===== src/rtl/cmdport_pkg.sv =====
package cmdport_pkg;
  localparam int unsigned SUBADDR_W = 6;
  localparam int unsigned BYTE_W    = 8;
  localparam int unsigned NIBBLE_W  = 4;
  localparam logic [2:0]  CMD_PORT_SEL = 3'b100;

  typedef enum logic [2:0] {
    ST_IDLE,
    ST_WAIT,
    ST_SETUP,
    ST_STROBE,
    ST_HOLD
  } seqState_t;

  typedef enum logic [1:0] {
    W_ADDR = 2'd0,
    W_HI   = 2'd1,
    W_LO   = 2'd2
  } wordSel_t;

  typedef struct packed {
    logic     load;
    logic     drive;
    logic     wrStb;
    logic     rdStb;
    logic     capture;
    logic     doneSet;
    wordSel_t wordSel;
  } seqCtl_t;
endpackage


===== src/rtl/cmdport_ctrl.sv =====
module cmdport_ctrl
  import cmdport_pkg::*;
#(
  parameter int unsigned SETUP_CYC  = 1,
  parameter int unsigned STROBE_CYC = 2,
  parameter int unsigned HOLD_CYC   = 1
) (
  input  logic    clk,
  input  logic    rstN,
  input  logic    reqValid,
  input  logic    reqRead,
  input  logic    readyIn,
  output seqCtl_t ctl,
  output logic    busy
);
  localparam int unsigned MAX_SH  = (SETUP_CYC > HOLD_CYC) ? SETUP_CYC : HOLD_CYC;
  localparam int unsigned MAX_CYC = (MAX_SH > STROBE_CYC) ? MAX_SH : STROBE_CYC;
  localparam int unsigned CNT_W   = (MAX_CYC > 1) ? $clog2(MAX_CYC) : 1;
  localparam logic [CNT_W-1:0] SETUP_LD  = CNT_W'(SETUP_CYC - 1);
  localparam logic [CNT_W-1:0] STROBE_LD = CNT_W'(STROBE_CYC - 1);
  localparam logic [CNT_W-1:0] HOLD_LD   = CNT_W'(HOLD_CYC - 1);

  seqState_t        state;
  logic [CNT_W-1:0] cnt;
  logic [1:0]       xferIdx;
  logic             opRead;
  logic             curRd;
  logic             lastXfer;
  logic             cntZero;

  // Transfer 1 of a read is the only read-direction transfer.
  assign curRd    = opRead && (xferIdx == 2'd1);
  assign lastXfer = opRead ? (xferIdx == 2'd1) : (xferIdx == 2'd2);
  assign cntZero  = (cnt == '0);
  assign busy     = (state != ST_IDLE);

  always_comb begin
    ctl         = '0;
    ctl.wordSel = wordSel_t'(xferIdx);
    unique case (state)
      ST_IDLE:   ctl.load = reqValid;
      ST_WAIT:   ;
      ST_SETUP:  ctl.drive = !curRd;
      ST_STROBE: begin
        ctl.drive = !curRd;
        ctl.wrStb = !curRd;
        ctl.rdStb = curRd;
      end
      ST_HOLD: begin
        ctl.drive   = !curRd;
        ctl.capture = curRd && (cnt == HOLD_LD);
        ctl.doneSet = cntZero && lastXfer;
      end
      default: ;
    endcase
  end

  always_ff @(posedge clk or negedge rstN) begin
    if (!rstN) begin
      state   <= ST_IDLE;
      cnt     <= '0;
      xferIdx <= 2'd0;
      opRead  <= 1'b0;
    end else begin
      unique case (state)
        ST_IDLE: if (reqValid) begin
          opRead  <= reqRead;
          xferIdx <= 2'd0;
          state   <= ST_WAIT;
        end
        ST_WAIT: if (readyIn) begin
          cnt   <= SETUP_LD;
          state <= ST_SETUP;
        end
        ST_SETUP: if (cntZero) begin
          cnt   <= STROBE_LD;
          state <= ST_STROBE;
        end else cnt <= cnt - 1'b1;
        ST_STROBE: if (cntZero) begin
          cnt   <= HOLD_LD;
          state <= ST_HOLD;
        end else cnt <= cnt - 1'b1;
        ST_HOLD: if (cntZero) begin
          if (lastXfer) state <= ST_IDLE;
          else begin
            xferIdx <= xferIdx + 2'd1;
            state   <= ST_WAIT;
          end
        end else cnt <= cnt - 1'b1;
        default: state <= ST_IDLE;
      endcase
    end
  end

  AST_WAIT_FOR_READY: assert property (@(posedge clk) disable iff (!rstN)
    (state == ST_WAIT && !readyIn) |=> (state == ST_WAIT));
  AST_XFER_IDX_RANGE: assert property (@(posedge clk) disable iff (!rstN)
    busy |-> (xferIdx <= (opRead ? 2'd1 : 2'd2)));
endmodule


===== src/rtl/cmdport_dp.sv =====
module cmdport_dp
  import cmdport_pkg::*;
(
  input  logic                 clk,
  input  logic                 rstN,
  input  seqCtl_t              ctl,
  input  logic                 reqRead,
  input  logic [SUBADDR_W-1:0] reqAddr,
  input  logic [BYTE_W-1:0]    reqWdata,
  input  logic [BYTE_W-1:0]    busIn,
  output logic [BYTE_W-1:0]    busOut,
  output logic                 busDrive,
  output logic                 wrN,
  output logic                 rdN,
  output logic                 oeN,
  output logic                 done,
  output logic [BYTE_W-1:0]    rdData
);
  logic [SUBADDR_W-1:0] addrQ;
  logic [BYTE_W-1:0]    dataQ;
  logic                 rdQ;
  logic [BYTE_W-1:0]    word;

  always_comb begin
    unique case (ctl.wordSel)
      W_ADDR:  word = {1'b1, rdQ, addrQ};
      W_HI:    word = {{(BYTE_W-NIBBLE_W){1'b0}}, dataQ[BYTE_W-1 -: NIBBLE_W]};
      W_LO:    word = {{(BYTE_W-NIBBLE_W){1'b0}}, dataQ[NIBBLE_W-1:0]};
      default: word = '0;
    endcase
  end

  always_ff @(posedge clk or negedge rstN) begin
    if (!rstN) begin
      addrQ <= '0;
      dataQ <= '0;
      rdQ   <= 1'b0;
    end else if (ctl.load) begin
      addrQ <= reqAddr;
      dataQ <= reqWdata;
      rdQ   <= reqRead;
    end
  end

  // Pin-facing registers keep the asynchronous strobes free of decode glitches.
  always_ff @(posedge clk or negedge rstN) begin
    if (!rstN) begin
      busOut   <= '0;
      busDrive <= 1'b0;
      wrN      <= 1'b1;
      rdN      <= 1'b1;
      oeN      <= 1'b1;
      done     <= 1'b0;
      rdData   <= '0;
    end else begin
      if (ctl.drive) busOut <= word;
      busDrive <= ctl.drive;
      wrN      <= !ctl.wrStb;
      rdN      <= !ctl.rdStb;
      oeN      <= !ctl.rdStb;
      done     <= ctl.doneSet;
      if (ctl.capture) rdData <= busIn;
    end
  end

  AST_CAPTURE_UNDER_OE: assert property (@(posedge clk) disable iff (!rstN)
    ctl.capture |-> !oeN);
endmodule


===== src/rtl/cmdport_seq.sv =====
module cmdport_seq
  import cmdport_pkg::*;
#(
  parameter int unsigned SETUP_CYC  = 1,
  parameter int unsigned STROBE_CYC = 2,
  parameter int unsigned HOLD_CYC   = 1
) (
  input  logic       clk,
  input  logic       rstN,
  input  logic       reqValid,
  input  logic       reqRead,
  input  logic [5:0] reqAddr,
  input  logic [7:0] reqWdata,
  output logic       busy,
  output logic       done,
  output logic [7:0] rdData,
  input  logic       readyIn,
  output logic [2:0] portSel,
  output logic [7:0] busOut,
  output logic       busDrive,
  input  logic [7:0] busIn,
  output logic       wrN,
  output logic       rdN,
  output logic       oeN
);
  seqCtl_t ctl;

  assign portSel = CMD_PORT_SEL;

  cmdport_ctrl #(
    .SETUP_CYC (SETUP_CYC),
    .STROBE_CYC(STROBE_CYC),
    .HOLD_CYC  (HOLD_CYC)
  ) u_ctrl (
    .clk     (clk),
    .rstN    (rstN),
    .reqValid(reqValid),
    .reqRead (reqRead),
    .readyIn (readyIn),
    .ctl     (ctl),
    .busy    (busy)
  );

  cmdport_dp u_dp (
    .clk     (clk),
    .rstN    (rstN),
    .ctl     (ctl),
    .reqRead (reqRead),
    .reqAddr (reqAddr),
    .reqWdata(reqWdata),
    .busIn   (busIn),
    .busOut  (busOut),
    .busDrive(busDrive),
    .wrN     (wrN),
    .rdN     (rdN),
    .oeN     (oeN),
    .done    (done),
    .rdData  (rdData)
  );

  AST_STROBE_EXCLUSIVE: assert property (@(posedge clk) disable iff (!rstN)
    !(!wrN && !rdN));
  AST_NO_DRIVE_ON_READ: assert property (@(posedge clk) disable iff (!rstN)
    !oeN |-> !busDrive);
  AST_WRITE_BUS_STABLE: assert property (@(posedge clk) disable iff (!rstN)
    (!wrN && $past(!wrN)) |-> $stable(busOut));
  AST_WRITE_DRIVES_BUS: assert property (@(posedge clk) disable iff (!rstN)
    !wrN |-> busDrive);
  AST_DONE_ONE_CYCLE: assert property (@(posedge clk) disable iff (!rstN)
    done |=> !done);
  AST_DONE_NOT_BUSY: assert property (@(posedge clk) disable iff (!rstN)
    done |-> !busy);
endmodule


===== config.mk =====
export PLATFORM = sky130hd
export DESIGN_NAME = cmdport_seq
export DESIGN_NICKNAME = d
export VERILOG_FILES = /design/src/rtl/cmdport_pkg.sv /design/src/rtl/cmdport_ctrl.sv /design/src/rtl/cmdport_dp.sv /design/src/rtl/cmdport_seq.sv
export SDC_FILE = /design/constraint.sdc
export NUM_CORES = 1
export LEC_CHECK = 0
export BUFFER_PORTS_ARGS = -buffer_cell sky130_fd_sc_hd__buf_2
export CAP_MARGIN = 20
export CORE_MARGIN = 2
export CORE_UTILIZATION = 51
export DETAILED_ROUTE_END_ITERATION = 12
export MAX_ROUTING_LAYER = met4
export PLACE_DENSITY = 0.79
export SYNTH_ARGS = -nofsm -noshare
export SYNTH_HDL_FRONTEND = slang
export SYNTH_SLANG_ARGS = --single-unit

===== constraint.sdc =====
create_clock -name clk -period 1.8 [get_ports clk]
set_input_delay 0.09 -clock clk [delete_from_list [all_inputs] [get_ports clk]]
set_output_delay 0.09 -clock clk [all_outputs]
set_load 0.02 [all_outputs]

==> out/metrics.cfg, run 1 <==
[sta]
tns_ns = 0
min_period_over_period_pct = 96.20
timing.clock.skew_ns = 0.01491
fin_crit_ns = 1.732
finalSetupViolCount = 0
hold-worst-slack_ns = 0.07055
rsz0062_at_grt = no
max_freq_mhz = 577.5
drv_slew = 0
finalHoldViolCount = 0

[worst_setup_path]
cp_data_arrival_time_ns = 2.01
cpPeakStageDelay_ns = 0.49
endpoint_kind = register
crit_fanout = 5
cp-start-kind = register
worst_path_max_delay_cell = or4b_1
rr_startpoint = u_ctrl.xferIdx[0]
crit_family = simple AND/OR/NAND/NOR gates
critPathBufInv = 1
critical_path_class = reg2reg
rrSetupSlack_ns = 0.07
cp.required_ns = 2.08
rr_endpoint = u_ctrl.state[0]
crit_chain = inv_1 -> ha_1 -> mux2i_2 -> or4b_1 -> a22oi_2
r2r_cells = 5

[route]
firstDrtPassIters = 6
ant_nets = 0
wl_met2_um = 2058
wl_per_cell_um = 14.58
wl_met1_um = 1561
drt_iter0_drc = 69
via_count = 1429
drcViolationCount = 0
avgViaCountPerCell = 5.293
wl_met3_um = 250
routed_wl_um = 3936
top_layer = met4

[grt]
antenna_found_initial = 0
grt-ovfl-total = 0
grt_max_degree = 42
grt_pass1_wl_um = 6479
grt_pass1_vias = 1442
globalRouteTotalUtil_pct = 21.40

[die]
fp.dieW_um = 64.18
top_level_ports = 52
fp-row-count = 21
dieArea_um2 = 4118
start_util_pct = 54.07
die_h_um = 64.18
core-area_um2 = 3416

[power]
p_per_area_nw_per_um2 = 1651
power.leakage_nw = 1.190
ir_drop_mv = 0.8515
power.total_mw = 4.065

[synth]
synth_largest_area_cell = dfrtp_1
synth.distinct_cells = 33
synth.avg_cell_area_um2 = 12.65
ys.warnings.count = 0
synth_ff_type = dfrtp_1
synth-seq-cells = 41
synthTopCellsByCount = dfrtp_1, mux2_2, nand2_1, o21ai_0
netlist_instances = 146
synth_edf_count = 0
synthArstFlopShare_pct = 100.0
netlist_top_cells_area = dfrtp_1, mux2_2, ha_1, nand2_1, dfstp_2
yosysSeqAreaShare_pct = 55.69
synth_top_area_share_pct = 52.85
synthesis.area_um2 = 1847
post-synth-top-count-cell = dfrtp_1

[clock_network]
cts_buffer_depth = 2
cts_root_buffer = clkbuf_4
path_clk_slew_ns = 0.11
cts.sinks = 41
cts_tree = yes
clk_latency_ns = 0.36
cts-htree-levels = 2
cts-buffers-inserted = 5

[placed_design]
hpwl_um = 2603
gp_congestion = 0.7219
placed_area_um2 = 2122
io_buffers = 48

[outcome]
status = completed

[final_layout]
fillCellCount = 250
syn_to_final_growth_pct = 33.33
fin_nets = 256
multiInputGateArea_um2 = 730.7
fin_area_um2 = 2462
diodes = 0
drive_gt1_share_pct = 44.20
seqCellArea_um2 = 1028

[hold_path]
worstHoldEndpoint = u_ctrl.state[0]
whs_path_depth = 4
holdCritStartpoint = readyIn
hp-class = in2reg

[flow_run]
maxCapViolCount = 0

-- sequential cells by signal, summed over array words and instances (netlist names) --
register        count
u_dp.rdData         8
u_ctrl.state        3
u_ctrl.cnt          1
u_ctrl.xferIdx      2
u_dp.rdN            1
u_dp.wrN            1
u_dp.dataQ          8
u_dp.busDrive       1
u_dp.rdQ            1
u_dp.busOut         8
u_dp.addrQ          6
u_dp.done           1
-- area by class of cell --
class                           instances  area share, %
Clock inverter                          2          1.524
Timing Repair Buffer                   79          22.15
Clock buffer                            6          2.083
Inverter                                3         0.4573
Sequential cell                        41          41.77
Tap cell                               46          2.337
Multi-Input combinational cell         93          29.67
-- tightest hold or removal path, stage by stage --
cell,delay [ns]
buf_2,0.08
o21ai_0,0.06
nand2_1,0.08
a22oi_2,0.07
-- repair_timing --
action	CTS	global route
gates resized for setup	0	1
hold buffers	24	0
endpoints found under the hold margin	62	0
setup buffers	0	1
setup endpoints to repair	0	1
-- logic make-up (layout without fill, tap and decap cells) --
family	count (synthesis)	in the layout	synth area share, %
AOI/OAI and AO/OA	20	20	8.062
adders and majority gates	6	6	4.065
buffers and inverters	13	90	5.148
DFF	41	41	55.69
muxes	27	27	16.40
other	2	3	0.4067
and+or+nand+nor	37	37	10.23
-- cells in the final DEF (no fill, tap or decap), drive strengths merged, types with 2 or more instances in the layout --
master,count
dfstp,2
nand2,17
and2,2
buf,55
o21ai,7
o31ai,4
clkbuf,6
ha,6
dlygate4sd3,24
dfrtp,39
nor3,2
conb,3
mux2,26
nand3,2
inv,3
nor2,7
or3,2
a222oi,4
-- through the flow --
step                      setup slack (ns)  util, %  cells
final                              0.06837    72.09    270
after global routing              0.004204    72.09    270
after CTS                          0.06414    71.76    269
after detailed placement            0.1243    62.12    237
after global placement              0.2407    62.12    237
after floorplan                     0.1889        -    147
-- worst max path at each step --
stage | startpoint | end | slack [ns] | cells after the start
3_5_place_dp | u_ctrl.xferIdx[0] | u_ctrl.state[0] | 0.12 | 5
4_1_cts | u_ctrl.xferIdx[0] | u_ctrl.state[0] | 0.06 | 5
6_report | u_ctrl.xferIdx[0] | u_ctrl.state[0] | 0.07 | 5
3_3_place_gp | u_ctrl.xferIdx[1] | u_dp.rdData[4] | 0.24 | 5
5_1_grt | u_ctrl.xferIdx[0] | u_ctrl.state[0] | 0.004 | 5
2_1_floorplan | u_ctrl.xferIdx[1] | u_dp.busOut[7] | 0.19 | 5
-- layer usage --
metal  up-vias  GRT usage [%]
met3        10          6.338
met5         -              -
met2        63          37.76
met1       692          22.81
li1        664              -
met4         0          7.447
-- report_power, final --
part | switching (mW) | internal [mW] | leakage, nW
sequential | 0.276 | 1.34 | 0.509
combinational | 0.962 | 0.856 | 0.636
clock | 0.300 | 0.330 | 0.0445
total | 1.54 | 2.53 | 1.19
(Power assumes the default switching activity.)
==> inputs of run 2 (changes only) <==
CORE_MARGIN = unset   (was 2)
==> out/metrics.cfg, run 2 (same netlist as run 1, synthesis figures left out) <==
[grt]
antenna_found_initial = 0  ; unchanged
globalRouteTotalUtil_pct = 21.92  ; +0.52 points
grt_max_degree = 42  ; unchanged
grt_pass1_wl_um = 6417  ; -0.96%
grt_pass1_vias = 1355  ; -6.0%
grt-ovfl-total = 0  ; unchanged

[sta]
max_freq_mhz = 591.0  ; +2.3%
timing.clock.skew_ns = 0.01015  ; -0.004755 ns
rsz0062_at_grt = no
tns_ns = 0  ; unchanged
finalHoldViolCount = 0  ; unchanged
postLayoutSetupSlackWorst_ns = 0.1080  ; +0.03964 ns
finalSetupViolCount = 0  ; unchanged
min_period_over_period_pct = 94.00  ; -2.2 points
drv_slew = 0  ; unchanged
fin_crit_ns = 1.692  ; -0.03964 ns

[final_layout]
fin_nets = 254  ; -0.78%
final_cell_mix = buf_2, dfrtp_1, mux2_2, dlygate4sd3_1, nand2_1
reg_top3 = u_dp.busOut x8, u_dp.dataQ x8, u_dp.rdData x8
drive_gt1_share_pct = 44.59  ; +0.40 points
layout_commonest_cell = buf_2
syn_to_final_growth_pct = 30.35
diodes = 0  ; unchanged
fillCellCount = 232  ; -7.2%

[worst_setup_path]
cp_data_arrival_time_ns = 1.96  ; -0.05 ns
endpoint_kind = register
rr_endpoint = u_ctrl.state[0]
crit_fanout = 12  ; +7
cp-start-kind = register
rr_startpoint = u_ctrl.state[2]
critical_path_class = reg2reg
cp.required_ns = 2.07  ; about the same
rrSetupSlack_ns = 0.11  ; +0.04 ns
cp-startpoint = u_ctrl.state[2]
r2r_cells = 4  ; -1

[clock_network]
post_cts_buffers = 0  ; unchanged
cts_root_buffer = clkbuf_4
path_clk_slew_ns = 0.12  ; about the same
clk_latency_ns = 0.34  ; -0.02 ns
cts_buffer_depth = 2  ; unchanged
cts_tree = yes
cts-buffers-inserted = 5  ; unchanged
cts-htree-levels = 2  ; unchanged
cts.sinks = 41  ; unchanged

[hold_path]
hp-class = in2reg
worstHoldEndpoint = u_ctrl.state[0]
whs_path_depth = 4  ; unchanged
holdCritStartpoint = readyIn

[power]
power.leakage_nw = 1.156  ; -2.9%
p_per_area_nw_per_um2 = 1580  ; -4.3%
ir_drop_mv = 0.8810  ; +3.5%

[flow_run]
maxCapViolCount = 0  ; unchanged

[route]
firstDrtPassIters = 5  ; -1
drcViolationCount = 0  ; unchanged
via_count = 1372  ; -4.0%
wl_per_cell_um = 13.64  ; -6.4%
drt_iter0_drc = 56  ; -19%
ant_nets = 0  ; unchanged
avgViaCountPerCell = 5.119  ; -3.3%
routed_wl_um = 3655  ; -7.1%

[die]
fp.dieW_um = 62.18  ; -3.1%
start_util_pct = 54.49  ; +0.42 points
die_h_um = 62.18  ; -3.1%
fp-row-count = 21  ; unchanged
core-area_um2 = 3390  ; -0.77%
top_level_ports = 52  ; unchanged
dieArea_um2 = 3866  ; -6.1%

[placed_design]
io_buffers = 48  ; unchanged
place_ws_ns = 0.09914  ; -0.02512 ns
gp_congestion = 0.7116  ; -1.4%
hpwl_um = 2451  ; -5.8%

[outcome]
status = completed

==> run 2: cell type report <==
cell class | instances | area, um^2 | area share [%]
clock buffers | 6 | 41.29 | 1.715
clock inverters | 2 | 15.01 | 0.6237
inverters | 3 | 11.26 | 0.4678
multi-input cells | 93 | 735.7 | 30.56
flip-flops and latches | 41 | 1028 | 42.72
well taps | 46 | 57.56 | 2.391
repair buffers | 77 | 518.0 | 21.52
==> run 2: worst max path at each step <==
stage | depth (start not counted) | end
after floorplan | 5 | u_dp.busOut[7]
after global placement | 4 | u_ctrl.state[0]
after detailed placement | 5 | u_ctrl.state[0]
after CTS | 5 | u_ctrl.state[0]
after global routing | 5 | u_ctrl.state[0]
final | 4 | u_ctrl.state[0]
==> run 2: critical path, cell delays in order, from the launching register on <==
cell and delay [ns]:
dfrtp_1 0.53, or2_1 0.31, and2_0 0.17, or4b_1 0.49
a22oi_2 0.13
==> run 2: per-layer routing <==
metal  wire (um)  up-vias  global-route usage, %
li1            -      655                      -
met1        1486      672                  25.89
met2        1943       37                  37.09
met3         159        8                  5.699
met4          65        0                  6.105
met5           0        -                      -
==> run 2: power by group <==
group | switching, mW | leakage, nW | total [mW] | internal [mW]
clock | 0.292 | 0.0245 | 0.445 | 0.153
sequential | 0.283 | 0.509 | 1.62 | 1.34
combinational | 0.913 | 0.622 | 1.73 | 0.821
==> run 2: repair_timing <==
| item | CTS | global route |
|---|---|---|
| endpoints found under the hold margin | 62 | 0 |
| hold buffers | 24 | 0 |
| gates resized for setup | 0 | 4 |
| endpoints found under the setup margin | 0 | 4 |
==> run 2: stage by stage <==
step / hold slack, ns / instances / area (um^2) / util [%] / power (mW)
finish: 0.07526 / 268 / 2407 / 71.02 / 3.802
global route: 0.1132 / 268 / 2407 / 71.02 / 4.104
CTS: 0.06745 / 268 / 2399 / 70.76 / 3.792
detailed placement: 0.1717 / 236 / 2102 / 62.02 / 3.317
global placement: 0.1631 / 236 / 2102 / 62.02 / 3.229
floorplan: -0.2056 / 147 / 1851 / - / 2.879
